$ cat src/rtl/qd_pkg.sv
package qd_pkg;
   typedef enum logic [1:0] {
      QD_PLAIN = 2'b00,
      QD_X1    = 2'b01,
      QD_X2    = 2'b10,
      QD_X4    = 2'b11
   } qd_mode_e;

   function automatic logic qd_is_quad(qd_mode_e m);
      return m != QD_PLAIN;
   endfunction
endpackage

$ cat src/rtl/qd_sync.sv
module qd_sync #(
   parameter int STAGES = 2
) (
   input  logic clk,
   input  logic rst_n,
   input  logic d,
   output logic q
);
   generate
      if (STAGES < 2) begin : g_bad_stages
         $error("qd_sync: STAGES must be at least 2");
      end
   endgenerate

   logic [STAGES-1:0] chain;

   always_ff @(posedge clk) begin
      if (!rst_n) chain <= '0;
      else        chain <= {chain[STAGES-2:0], d};
   end

   assign q = chain[STAGES-1];
endmodule

$ cat src/rtl/qd_psc.sv
module qd_psc #(
   parameter int W = 8
) (
   input  logic         clk,
   input  logic         rst_n,
   input  logic         load,
   input  logic [W-1:0] n_in,
   output logic         tick
);
   generate
      if (W < 1) begin : g_bad_w
         $error("qd_psc: W must be positive");
      end
   endgenerate

   logic [W-1:0] reload_q;
   logic [W-1:0] cnt_q;

   always_ff @(posedge clk) begin
      if (!rst_n) begin
         reload_q <= '0;
         cnt_q    <= '0;
         tick     <= 1'b0;
      end else if (load) begin
         reload_q <= n_in;
         cnt_q    <= n_in;
         tick     <= 1'b0;
      end else if (cnt_q == '0) begin
         cnt_q    <= reload_q;
         tick     <= 1'b1;
      end else begin
         cnt_q    <= cnt_q - 1'b1;
         tick     <= 1'b0;
      end
   end
endmodule

$ cat src/rtl/qd_filt.sv
module qd_filt #(
   parameter int DEPTH = 2
) (
   input  logic clk,
   input  logic rst_n,
   input  logic tick,
   input  logic d,
   output logic q
);
   generate
      if (DEPTH < 2) begin : g_bad_depth
         $error("qd_filt: DEPTH must be at least 2");
      end
   endgenerate

   // Earlier samples plus the current input form the vote window.
   logic [DEPTH-2:0] hist_q;
   logic [DEPTH-1:0] win;
   logic             agree;

   assign win   = {hist_q, d};
   assign agree = (&win) | ~(|win);

   always_ff @(posedge clk) begin
      if (!rst_n) begin
         hist_q <= '0;
         q      <= 1'b0;
      end else if (tick) begin
         hist_q <= win[DEPTH-2:0];
         if (agree && (win[0] != q)) q <= win[0];
      end
   end
endmodule

$ cat src/rtl/qd_decode.sv
module qd_decode
   import qd_pkg::*;
(
   input  logic     clk,
   input  logic     rst_n,
   input  qd_mode_e mode,
   input  logic     qa,
   input  logic     qb,
   input  logic     en,
   input  logic     err_clr,
   input  logic     idx_en,
   input  logic     idx_act,
   output logic     cnt_en,
   output logic     cnt_up,
   output logic     err_flag,
   output logic     idx_hit
);
   logic pa_q, pb_q;
   logic ea, eb, pulse, up, dbl;

   always_comb begin
      ea    = qa ^ pa_q;
      eb    = qb ^ pb_q;
      pulse = 1'b0;
      up    = 1'b0;
      case (mode)
         QD_PLAIN: begin
            pulse = qa & ~pa_q;
            up    = qb;
         end
         QD_X1: begin
            pulse = ea & qa & ~eb;
            up    = ~qb;
         end
         QD_X2: begin
            pulse = ea & ~eb;
            up    = qa ^ qb;
         end
         default: begin
            pulse = ea ^ eb;
            up    = ea ? (qa ^ qb) : ~(qa ^ qb);
         end
      endcase
      dbl = qd_is_quad(mode) & ea & eb;
   end

   always_ff @(posedge clk) begin
      if (!rst_n) begin
         pa_q     <= 1'b0;
         pb_q     <= 1'b0;
         cnt_en   <= 1'b0;
         cnt_up   <= 1'b0;
         err_flag <= 1'b0;
         idx_hit  <= 1'b0;
      end else begin
         pa_q   <= qa;
         pb_q   <= qb;
         cnt_en <= pulse & en;
         if (pulse) cnt_up <= up;
         if (err_clr)  err_flag <= 1'b0;
         else if (dbl) err_flag <= 1'b1;
         if (idx_en && qd_is_quad(mode)) idx_hit <= idx_act & pulse & en;
         else                            idx_hit <= idx_act;
      end
   end
endmodule

$ cat src/rtl/qd_front.sv
module qd_front
   import qd_pkg::*;
#(
   parameter int PSC_W       = 8,
   parameter int SYNC_STAGES = 2,
   parameter int FILT_DEPTH  = 2
) (
   input  logic             clk,
   input  logic             rst_n,
   input  logic             pin_a,
   input  logic             pin_b,
   input  logic [1:0]       mode,
   input  logic             ab_enable,
   input  logic             gate_sel,
   input  logic             gate_pin,
   input  logic [PSC_W-1:0] presc_n,
   input  logic             presc_load,
   input  logic             err_clr,
   input  logic             idx_en,
   input  logic             idx_pol,
   input  logic             idx_sel,
   input  logic             idx_pin0,
   input  logic             idx_pin1,
   output logic             fclk_tick,
   output logic             cnt_en,
   output logic             cnt_up,
   output logic             err_flag,
   output logic             idx_hit
);
   localparam int NCH = 2;

   qd_mode_e       mode_e;
   logic [NCH-1:0] raw_ab, sync_ab, filt_ab, sel_ab;
   logic           gate_s, idx_s, idx_raw, idx_act, en;

   assign mode_e = qd_mode_e'(mode);
   assign raw_ab = {pin_b, pin_a};

   qd_psc #(.W(PSC_W)) psc_i (
      .clk(clk), .rst_n(rst_n), .load(presc_load), .n_in(presc_n), .tick(fclk_tick)
   );

   for (genvar i = 0; i < NCH; i++) begin : g_ch
      qd_sync #(.STAGES(SYNC_STAGES)) sync_i (
         .clk(clk), .rst_n(rst_n), .d(raw_ab[i]), .q(sync_ab[i])
      );
      qd_filt #(.DEPTH(FILT_DEPTH)) filt_i (
         .clk(clk), .rst_n(rst_n), .tick(fclk_tick), .d(sync_ab[i]), .q(filt_ab[i])
      );
      assign sel_ab[i] = qd_is_quad(mode_e) ? filt_ab[i] : sync_ab[i];
   end

   assign idx_raw = idx_sel ? idx_pin1 : idx_pin0;

   qd_sync #(.STAGES(SYNC_STAGES)) gate_sync_i (
      .clk(clk), .rst_n(rst_n), .d(gate_pin), .q(gate_s)
   );
   qd_sync #(.STAGES(SYNC_STAGES)) idx_sync_i (
      .clk(clk), .rst_n(rst_n), .d(idx_raw), .q(idx_s)
   );

   assign idx_act = (idx_s == idx_pol);
   assign en      = ab_enable & (~gate_sel | gate_s);

   qd_decode dec_i (
      .clk(clk), .rst_n(rst_n), .mode(mode_e),
      .qa(sel_ab[0]), .qb(sel_ab[1]), .en(en), .err_clr(err_clr),
      .idx_en(idx_en), .idx_act(idx_act),
      .cnt_en(cnt_en), .cnt_up(cnt_up), .err_flag(err_flag), .idx_hit(idx_hit)
   );
endmodule

$ cat config.mk
export PLATFORM = sky130hd
export DESIGN_NAME = qd_front
export DESIGN_NICKNAME = d
export VERILOG_FILES = /design/src/rtl/qd_pkg.sv /design/src/rtl/qd_sync.sv /design/src/rtl/qd_psc.sv /design/src/rtl/qd_filt.sv /design/src/rtl/qd_decode.sv /design/src/rtl/qd_front.sv
export SDC_FILE = /design/constraint.sdc
export NUM_CORES = 1
export LEC_CHECK = 0
export ABC_CLOCK_PERIOD_IN_PS = 4050
export BUFFER_PORTS_ARGS = -buffer_cell sky130_fd_sc_hd__buf_2
export CORE_ASPECT_RATIO = 0.9
export CORE_MARGIN = 5
export CORE_UTILIZATION = 47
export DETAILED_ROUTE_END_ITERATION = 7
export MAX_ROUTING_LAYER = met4
export PLACE_DENSITY = 0.67
export SYNTH_ARGS = -nofsm -noshare
export SYNTH_HDL_FRONTEND = slang
export SYNTH_HIERARCHICAL = 1
export SYNTH_SLANG_ARGS = --single-unit
$ cat constraint.sdc
create_clock -name clk -period 4.05 [get_ports clk]
set_input_delay 0.2025 -clock clk [delete_from_list [all_inputs] [get_ports clk]]
set_output_delay 0.2025 -clock clk [all_outputs]
set_load 0.01 [all_outputs]
=== After elaboration in Yosys (flattened, before gate mapping) ===
Cells that the tools add are included.

* Mux-type cells: 10
* Equal/unequal tests: 5
* Bitwise gates (word level): 25
* $add $sub $neg: 1
* Reduce and logical (&&, ||, !) cells: 14

{| class="wikitable"
|+ Operators with widths
! kind !! count
|-
| $mux W8 || 2
|-
| $and A1 B1 Y1 || 10
|-
| $logic_not A8 Y1 || 1
|-
| $not A1 Y1 || 8
|-
| $reduce_and A2 Y1 || 4
|-
| $reduce_or A2 Y1 || 4
|-
| $sub A8 B1 Y8 const B || 1
|-
| $mux W1 || 6
|-
| $pmux W1 S3 || 2
|-
| $xor A1 B1 Y1 || 4
|-
| $logic_and A1 B1 Y1 || 3
|-
| $or A1 B1 Y1 || 3
|-
| $eq A2 B1 Y1 const B || 1
|-
| $eq A2 B2 Y1 const B || 1
|-
| $logic_not A2 Y1 || 1
|-
| $ne A1 B1 Y1 || 2
|-
| $reduce_bool A2 Y1 || 1
|-
| $eq A1 B1 Y1 || 1
|}

* Register bits: 35
* Input bits: 24
* Logic and storage cells: 72
* Output and inout port bits: 5

=== Depth between registers and ports, before layout ===
Gate-level depths: netlist of run 1.

* Depth in word-level cells: 9
* Gate-level depth with buffers: 7
* Gate-level depth less buffers: 7

=== Hierarchy ===
Netlist of run 1, hierarchy kept.

{| class="wikitable"
|+ Modules (own cells, without submodules)
! module !! sequential area each (um2) !! area each (um2) !! cells an instance !! instances
|-
| qd_psc || 340.3 || 870.8 || 90 || 1
|-
| qd_decode || 120.1 || 419.2 || 41 || 1
|-
| qd_sync || 40.0 || 52.6 || 4 || 4
|-
| qd_filt || 40.0 || 86.3 || 8 || 2
|-
| qd_front || 0.0 || 60.1 || 7 || 1
|}

=== Worst setup path after synthesis of run 1 ===
Ideal clock, no wire load.

* Kind: input port to flip-flop
* Start: in mode[1]
* End: reg dec_i.idx_hit
* Arrival: 1.734 ns
* Setup slack: 2.199 ns
* Stages on the path: 7
* Library setup time: 0.116 ns
* Required time: 3.934 ns
* Buffers on the path: 0
* Path through: nor2_2 -> mux2_2 -> ha_1 -> xnor2_2 -> xnor2_1 -> a22oi_2 -> a41o_1

* Cells in the longest elaborated chain, start to end: 9
* Elaborated cells on any way between the ends: 19
* Those cells by class: 2 x eq/ne; 4 x mux; 10 x bitwise; 3 x reduce/logical

{| class="wikitable"
|+ RTL lines
! element !! line !! RTL
|-
| start: declaration || qd_front.sv:12 || <nowiki>input logic [1:0] mode,</nowiki>
|-
| $reduce_bool A2 Y1 * || qd_pkg.sv:10 || <nowiki>return m != QD_PLAIN;</nowiki>
|-
| $mux W1 * || qd_front.sv:50 || <nowiki>assign sel_ab[i] = qd_is_quad(mode_e) ? filt_ab[i] : sync_ab[i];</nowiki>
|-
| net sel_ab[0] || qd_front.sv:33 || <nowiki>logic [NCH-1:0] raw_ab, sync_ab, filt_ab, sel_ab;</nowiki>
|-
| $xor A1 B1 Y1 || qd_decode.sv:22 || <nowiki>ea = qa ^ pa_q;</nowiki>
|-
| $and A1 B1 Y1 (2 in series) || qd_decode.sv:32 || <nowiki>pulse = ea & qa & ~eb;</nowiki>
|-
| $pmux W1 S3 * || qd_decode.sv:26 || <nowiki>case (mode)</nowiki>
|-
| $and A1 B1 Y1 * (2 in series) || qd_decode.sv:62 || <nowiki>if (idx_en && qd_is_quad(mode)) idx_hit <= idx_act & pulse & en;</nowiki>
|-
| $mux W1 * || qd_decode.sv:62 ||
|-
| end signal: assignment || qd_decode.sv:62 ||
|-
| end signal: assignment || qd_decode.sv:63 || <nowiki>else idx_hit <= idx_act;</nowiki>
|-
| end: declaration || qd_decode.sv:16 || <nowiki>output logic idx_hit</nowiki>
|}

The timed path passes the listed nets; every way through them passes the cells marked *.
A chain may end at the register's enable or synchronous reset.

=== Worst setup path in the final report of run 1 ===
* Start: reg g_ch[0].sync_i.chain[1]
* End: reg dec_i.idx_hit

* Cells in the longest elaborated chain, start to end: 8
* Elaborated cells on any way between the ends: 11
* Those cells by class: 3 x mux; 8 x bitwise

{| class="wikitable"
|+ RTL lines
! element !! line !! RTL
|-
| start: declaration || qd_sync.sv:15 || <nowiki>logic [STAGES-1:0] chain;</nowiki>
|-
| start signal: assignment || qd_sync.sv:19 || <nowiki>else chain <= {chain[STAGES-2:0], d};</nowiki>
|-
| $mux W1 * || qd_front.sv:50 ||
|-
| net sel_ab[0] || qd_front.sv:33 ||
|-
| $xor A1 B1 Y1 || qd_decode.sv:22 ||
|-
| $and A1 B1 Y1 (2 in series) || qd_decode.sv:32 ||
|-
| $pmux W1 S3 * || qd_decode.sv:26 ||
|-
| $and A1 B1 Y1 * (2 in series) || qd_decode.sv:62 ||
|-
| $mux W1 * || qd_decode.sv:62 ||
|}

Marked as above.

==> summary.txt, run 1 <==
Status: finished, final reports clean
DR DRC count: 0
Setup_tns: 0 ns
Mapped Cells: 170
Vias per inst: 5.21
Die Wd: 74.0 µm
Clock root cell: clkbuf_8
Setup Fix Bufs, Post-CTS: 0
Max cap viols: 0
Via count: 1281
Period utilisation layout: 45.7%
Avg WL per Cell: 12.3 µm
Net Sw Frac: 25.0%
Net count of the mapped netlist: 202
Worst Path Required: 4.23 ns
Vias in the first global route: 1214
Routed Antenna Nets: 0
Yosys cell types: 46
Die Y-Extent: 67.6 µm
R2R depth: 6
First-pass GRT wire length: 5080 µm
Mapped cell area: 0.00173 mm²
Seq pwr share: 45.9%
Number of top-level pins: 29
H-tree depth: 2
CTS Hold Bufs: 0
Placeable Area: 0.00365 mm²
Sequential fraction of the synthesis area: 40.4%
Total clock buffers created by CTS: 5
Hold Path Origin: err_clr
Crit path kind: register to register
Endpoint of the worst hold path: dec_i/err_flag
Antenna fix cells: 0
Combinational Power Share: 16.3%
Tightest Pin Transition: 0.582 ns
Slew headroom: 61.2%
Min cycle time layout: 1.85 ns
Layout cells sized above 1: 27.0%
Num rows: 21
Clock buffer depth: 2
Type of origin of the critical path: register
Final Hold Fails: 0
Starting density of the core: 47.4%
RSZ-0062 raised after global routing: no
Hold Path Stages: 2
Setup WS pre-CTS: 1.95 ns
GPL Wtd Cong: 0.826
Worst reg2reg endpoint: dec_i/idx_hit
Critical Path AT: 2.03 ns
Pin count of the biggest net entering global routing: 41
Worst r2r src: g_ch[0].sync_i/chain[1]
Nets: 231
DRT iter0 DRCs: 48
Worst vdd ir: 0.000208 V
P_sw: 0.000211 W
IO buf count: 28
CTS sink cnt: 35
Avg Cell Area, Syn: 10.2 µm²
PD cells: 419 mW/mm²
Synth warn: 6
Clk pwr share: 37.8%
Number of antenna violations at the first check in global routing: 0
Total track usage: 13.8%
HPWL Detailed: 2220 µm
CTS resizes: 0
Final design utilization: 55.2%
Final setup violating endpoints: 0
Pleak: 0.902 nW
Clk_lat worst skew: 0.29 ns
Worst-path fanout max: 5
CTS tree: built
Number of iterations in the first detailed-routing pass: 4
Worst Hold Class: input port to register
Critical Path End Type: register
Max Slew Vio Count: 0
DRT Wirelength: 3030 µm
Die Area: 0.00500 mm²
Layout area overhead: 16.4%
Grt total ovfl: 0
FMAX: 0.540 GHz
R2r setup slk: 2.20 ns
Internal power: 0.000634 W
Reg clk slew, reported paths: 0.07 ns
Yosys reg bits: 35
Setup ws final: 2.20 ns
Setup Skew: 0.00363 ns
==> logic make-up (layout without fill, tap and decap cells) <==
| family | count (synthesis) | count (layout) | synth area share (%) |
|---|---|---|---|
| buf+inv | 15 | 45 | 3.75 |
| fa+ha+maj | 8 | 8 | 5.78 |
| mux | 17 | 17 | 10.3 |
| flops | 35 | 35 | 40.4 |
| simple gates | 60 | 60 | 21.9 |
| compound gates | 26 | 26 | 12.4 |
| xor+xnor | 9 | 9 | 5.42 |
==> power by group through the flow <==
stage                     Clock (W)  Combinational [W]  Sequential (W)
final                      0.000319           0.000137        0.000388
after global routing       0.000345           0.000153        0.000392
after CTS                  0.000329           0.000139        0.000388
after detailed placement          0           0.000138        0.000395
after global placement            0           0.000136        0.000395
after floorplan                   0           0.000107        0.000392
==> worst max path at each step <==
stage	slack, ns	from	endpoint
2_1_floorplan	2.20	mode[1]	dec_i/idx_hit
6_report	2.20	g_ch[0].sync_i/chain[1]	dec_i/idx_hit
5_1_grt	2.11	g_ch[0].sync_i/chain[1]	dec_i/idx_hit
3_5_place_dp	1.95	mode[1]	dec_i/idx_hit
4_1_cts	2.19	g_ch[0].sync_i/chain[1]	dec_i/idx_hit
3_3_place_gp	2.02	mode[1]	dec_i/idx_hit
==> placed cells by master, fill, tap and decap left out, types with 2 or more instances in the layout <==
| master | instances |
|---|---|
| dfxtp_1 | 35 |
| buf_2 | 28 |
| mux2i_1 | 13 |
| and2_1 | 12 |
| nor2b_1 | 10 |
| inv_1 | 9 |
| ha_1 | 8 |
| nor2_1 | 7 |
| nand3_1 | 7 |
| clkbuf_8 | 6 |
| xnor2_1 | 4 |
| nor3_1 | 4 |
| a21oi_1 | 4 |
| mux2_2 | 3 |
| nand2_1 | 3 |
| and3_1 | 3 |
| xor2_1 | 3 |
| nand2b_1 | 3 |
| o21ai_0 | 3 |
| nor2_2 | 2 |
| xnor2_2 | 2 |
| nor3b_1 | 2 |
| a21o_1 | 2 |
| a32o_1 | 2 |
| o31ai_2 | 2 |
| o31ai_1 | 2 |
==> per-stage QoR <==
step / total power (W) / std cells / hold WS (ns) / area (µm²)
floorplan: 0.000498 / 170 / 0.279 / 1730
global placement: 0.000530 / 238 / 0.364 / 1900
detailed placement: 0.000533 / 238 / 0.371 / 1900
CTS: 0.000855 / 246 / 0.0601 / 2020
global route: 0.000890 / 246 / 0.0648 / 2020
finish: 0.000845 / 246 / 0.0703 / 2020
==> cells in the mapped netlist, drive strengths merged <==
cell	instances	area [µm²]
dfxtp	35	701
and2	13	82.6
mux2i	13	130
nor2b	10	62.6
inv	9	33.8
nor2	9	38.8
ha	8	100
nand3	8	52.6
xnor2	6	67.6
a21oi	4	20.0
clkbuf	4	15.0
mux2	4	48.8
nor3	4	20.0
o21ai	4	20.0
o31ai	4	40.0
and3	3	18.8
nand2	3	11.3
nand2b	3	18.8
xor2	3	26.3
a21o	2	15.0
a32o	2	20.0
buf	2	16.3
nor3b	2	15.0
or4	2	18.8
a211o	1	8.76
a211oi	1	7.51
a21boi	1	7.51
a22oi	1	12.5
a31oi	1	6.26
a41o	1	10.0
nand4b	1	8.76
nor4	1	21.3
o2111ai	1	8.76
o211ai	1	12.5
o311a	1	10.0
o311ai	1	16.3
or4b	1	10.0
==> layout make-up <==
type                       count  area (µm²)
fill                         324        1640
multi-input combinational    120         967
sequential                    35         701
timing repair buffer          28         140
clock buffer                   6        82.6
tap                           46        57.6
clock inverter                 2        35.0
inverter                       9        33.8
==> sequential cells by signal (all words and copies together), names as in the netlist, 2 cells and up <==
register and count:
g_ch.filt_i/q 2, g_ch.sync_i/chain 4, psc_i/reload_q 8, idx_sync_i/chain 2, psc_i/cnt_q 8, g_ch.filt_i/hist_q 2
gate_sync_i/chain 2
==> metal layers <==
metal  wire (µm)  track usage, %  vias up  part of all wire [%]
met5           0               -        -                     0
met4          46            5.43        0                   1.5
met3         153            5.36        6                   5.1
met2        1340            20.2       25                    44
met1        1490            16.9      594                    49
li1            -               -      656                     -
==> worst max-delay path: stages (launching register included) <==
cell,delay [ns]
dfxtp_1,0.33
mux2_2,0.32
ha_1,0.37
xnor2_2,0.23
xnor2_1,0.16
a22oi_2,0.09
a41o_1,0.25
(Power assumes the default switching activity.)
==> run 2: changes to the inputs <==
--- a/config.mk
+++ b/config.mk
@@ -5,14 +5,15 @@
 export SDC_FILE = /design/constraint.sdc
 export NUM_CORES = 1
 export LEC_CHECK = 0
-export ABC_CLOCK_PERIOD_IN_PS = 4050
+export ABC_AREA = 1
+export ABC_CLOCK_PERIOD_IN_PS = 1800
 export BUFFER_PORTS_ARGS = -buffer_cell sky130_fd_sc_hd__buf_2
 export CORE_ASPECT_RATIO = 0.9
 export CORE_MARGIN = 5
 export CORE_UTILIZATION = 47
 export DETAILED_ROUTE_END_ITERATION = 7
 export MAX_ROUTING_LAYER = met4
-export PLACE_DENSITY = 0.67
+export PLACE_DENSITY = 0.66
 export SYNTH_ARGS = -nofsm -noshare
 export SYNTH_HDL_FRONTEND = slang
 export SYNTH_HIERARCHICAL = 1
==> constraint.sdc (replaced) <==
create_clock -name clk -period 1.8 [get_ports clk]
set_input_delay 0.09 -clock clk [delete_from_list [all_inputs] [get_ports clk]]
set_output_delay 0.09 -clock clk [all_outputs]
set_load 0.01 [all_outputs]
==> run 2 against run 1 <==
  * Maximum frequency rose by 18%
  * Highest routed layer unchanged
  * Flip-flop and latch count did not move
  * Sequential power rose by 120%
==> summary.txt, run 2 <==
Final setup violating endpoints: 0 (unchanged)
Status: finished, final reports clean
Final Hold Fails: 0 (unchanged)
Post-synthesis adder-cell area fraction: 5.72% (-0.054 points)
Layout cells sized above 1: 20.2% (-6.8 points)
Largest registers: psc_i/cnt_q x8, psc_i/reload_q x8, g_ch.sync_i/chain x4
Vias in the first global route: 1313 (+8.2%)
Seq pwr share: 47.2% (+1.3 points)
Yosys cell types: 24 (-48%)
Worst-path fanout max: 5 (unchanged)
Routed Antenna Nets: 0 (unchanged)
Top-count cell post-synth: nand2_1
Crit path kind: register to register
Critical Path AT: 1.76 ns (-0.27 ns)
Sequential fraction of the synthesis area: 40.1% (-0.38 points)
Clk_lat worst skew: 0.28 ns (about the same)
Antenna fix cells: 0 (unchanged)
Xor/xnor cell area share of the yosys netlist: 0.501% (-4.9 points)
Yosys reg bits: 35 (unchanged)
Pleak: 1.16 nW (+29%)
Starting density of the core: 47.9% (+0.45 points)
Synth top cells by count: nand2_1 (75), inv_1 (47), dfxtp_1 (35)
Tightest Pin Transition: 0.456 ns (-0.126 ns)
Placeable Area: 0.00365 mm² (unchanged)
Pin count of the biggest net entering global routing: 18 (-56%)
Avg WL per Cell: 9.23 µm (-25%)
Synth warn: 6 (unchanged)
Yosys top cell by area: dfxtp_1
Max cap viols: 0 (unchanged)
Post-synth ARST share: 0% (unchanged)
Worst vdd ir: 0.000618 V (+200%)
Combinational Power Share: 19.0% (+2.7 points)
Mapped cell area: 0.00175 mm² (+0.94%)
Most frequent cells in the layout: nand2_1 (75), inv_1 (47), dfxtp_1 (35)
PD cells: 868 mW/mm² (+110%)
Area of the multi-input gates: 843 µm² (-13%)
Type of origin of the critical path: register
HPWL Detailed: 2300 µm (+3.8%)
Top cell type's share of synthesized area: 40.1% (-0.38 points)
DRT Wirelength: 3120 µm (+3.1%)
CTS sink cnt: 35 (unchanged)
Min cycle time layout: 1.57 ns (-0.278 ns)
Period utilisation layout: 87.4% (+42 points)
Main synth FF type: dfxtp_1
Max Slew Vio Count: 0 (unchanged)
P_sw: 0.000505 W (+140%)
DRT iter0 DRCs: 65 (+35%)
H-tree depth: 2 (unchanged)
Avg Cell Area, Syn: 6.97 µm² (-32%)
Cell count along the critical path: 11 (+5)
Critical Path End Type: register
CTS tree: built
GPL Wtd Cong: 0.776 (-6.1%)
Hold Path Stages: 3 (+1)
Net count of the mapped netlist: 283 (+40%)
Worst Path Required: 1.98 ns (-2.25 ns)
Slowest stage delay, CP: 0.37 ns (about the same)
Reg clk slew, reported paths: 0.07 ns (about the same)
Clock root cell: clkbuf_8
Crit path max-delay family: simple AND/OR/NAND/NOR gates
Layout area overhead: 19.7%
Number of iterations in the first detailed-routing pass: 4 (unchanged)
Post-synthesis mux area share: 0% (-10 points)
Net Sw Frac: 27.8% (+2.9 points)
Clock buffer depth: 2 (unchanged)
Setup Fix Bufs, Post-CTS: 0 (unchanged)
Num rows: 21 (unchanged)
CTS Hold Bufs: 5 (+5)
Number of antenna violations at the first check in global routing: 0 (unchanged)
Mapped Cells: 251 (+48%)
Cell breakdown of the critical path: o21ai_0 > nand2_1 > ha_1 > inv_1 > nand3_2 > nand2_2 > nand2_2 > nand2_2 > nand2_1 > nand2_1 > nor2_1
Number of top-level pins: 29 (unchanged)
Total clock buffers created by CTS: 5 (unchanged)
R2R depth: 11 (+5)
Synth Area in Compound Gates: 7.73% (-4.7 points)
Vias per inst: 4.44 (-15%)
Simple-gate area share of the yosys netlist: 34.3% (+12 points)
Total power: 0.00182 W (+120%)
Via count: 1500 (+17%)
Post-placement cell area: 0.00194 mm² (+2.3%)
Number of fill cells in the layout: 358 (+10%)
Die Wd: 74.3 µm (+0.41%)
Hold_ws: 0.0120 ns (-0.0583 ns)
Slew headroom: 69.6% (+8.3 points)
Grt total ovfl: 0 (unchanged)
Worst path slowest cell: ha_1
First-pass GRT wire length: 5380 µm (+6.0%)
Dominant cells by area after synthesis: dfxtp_1 (40%), nand2_1 (16%), inv_1 (10%)
RSZ-0062 raised after global routing: no
Nets: 323 (+40%)
DR DRC count: 0 (unchanged)
FMAX: 0.636 GHz (+18%)
Setup Skew: 0.00114 ns (-0.00249 ns)
Largest family of logic cells by synthesized area: simple AND/OR/NAND/NOR gates
Number of synthesized flops with an enable pin: 0 (unchanged)
Worst Path Buf+Inv: 1 (+1)
Leading cell type in the layout, fill and taps excluded: nand2_1
Die Y-Extent: 67.9 µm (+0.40%)
Internal power: 0.00131 W (+110%)
Post-route cell area: 0.00209 mm² (+3.8%)
Die Area: 0.00504 mm² (+0.81%)
FF/Latch Area: 701 µm² (unchanged)
CTS resizes: 0 (unchanged)
Setup_tns: 0 ns (unchanged)
IO buf count: 28 (unchanged)
Worst Hold Class: input port to register
Total track usage: 14.7% (+0.92 points)
Clk pwr share: 33.8% (-4.0 points)
Final design utilization: 57.3% (+2.1 points)
==> run 2: final timing paths <==
check	endpoint	from	slack, ns
worst max-delay path	dec_i/cnt_up	g_ch[0].filt_i/q	0.23
worst min-delay path	psc_i/cnt_q[4]	presc_n[4]	0.01
worst max register to register	dec_i/cnt_up	g_ch[0].filt_i/q	0.23
worst min register to register	g_ch[1].sync_i/chain[1]	g_ch[1].sync_i/chain[0]	0.41
==> run 2: worst register-to-register path: stages, from the launching register on <==
cell and delay, ns:
dfxtp_1 0.32, o21ai_0 0.08, nand2_1 0.16, ha_1 0.37, inv_1 0.10, nand3_2 0.10, nand2_2 0.08, nand2_2 0.06
nand2_2 0.07, nand2_1 0.05, nand2_1 0.05, nor2_1 0.04
==> run 2: kinds of logic (layout without fill, tap and decap cells) <==
family / Yosys count / count (layout)
AO/OA/AOI/OAI: 25 / 25
flip-flops: 35 / 35
adder cells (fa/ha/maj): 8 / 8
AND/OR/NAND/NOR: 130 / 130
XOR/XNOR: 1 / 1
buffers and inverters: 52 / 93
==> run 2: stage by stage <==
step	worst slack (ns)	std cells
after floorplan	0.404	251
after global placement	0.315	325
after detailed placement	0.204	325
after CTS	0.220	338
after global routing	0.0896	338
final	0.227	338
==> run 2: metal layers <==
metal  wire length [µm]  global-route usage (%)  up-vias
li1                   -                       -      837
met3                115                    3.52        5
met4                 40                    8.67        0
met1               1500                    16.7      637
met2               1460                    23.6       21
met5                  0                       -        -
==> run 2: power groups by stage <==
stage	sequential (W)	combinational (W)	clock [W]
after floorplan	0.000873	0.000255	0
after global placement	0.000876	0.000337	0
after detailed placement	0.000876	0.000339	0
after CTS	0.000859	0.000349	0.000643
after global routing	0.000864	0.000397	0.000665
final	0.000858	0.000345	0.000615
==> run 2: final cells by class <==
cell class                 count  area share, %
inverter                      51           9.26
timing repair buffer          34           9.44
multi-input combinational    164           40.3
clock buffer                   8           4.78
sequential                    35           33.5
tap                           46           2.75
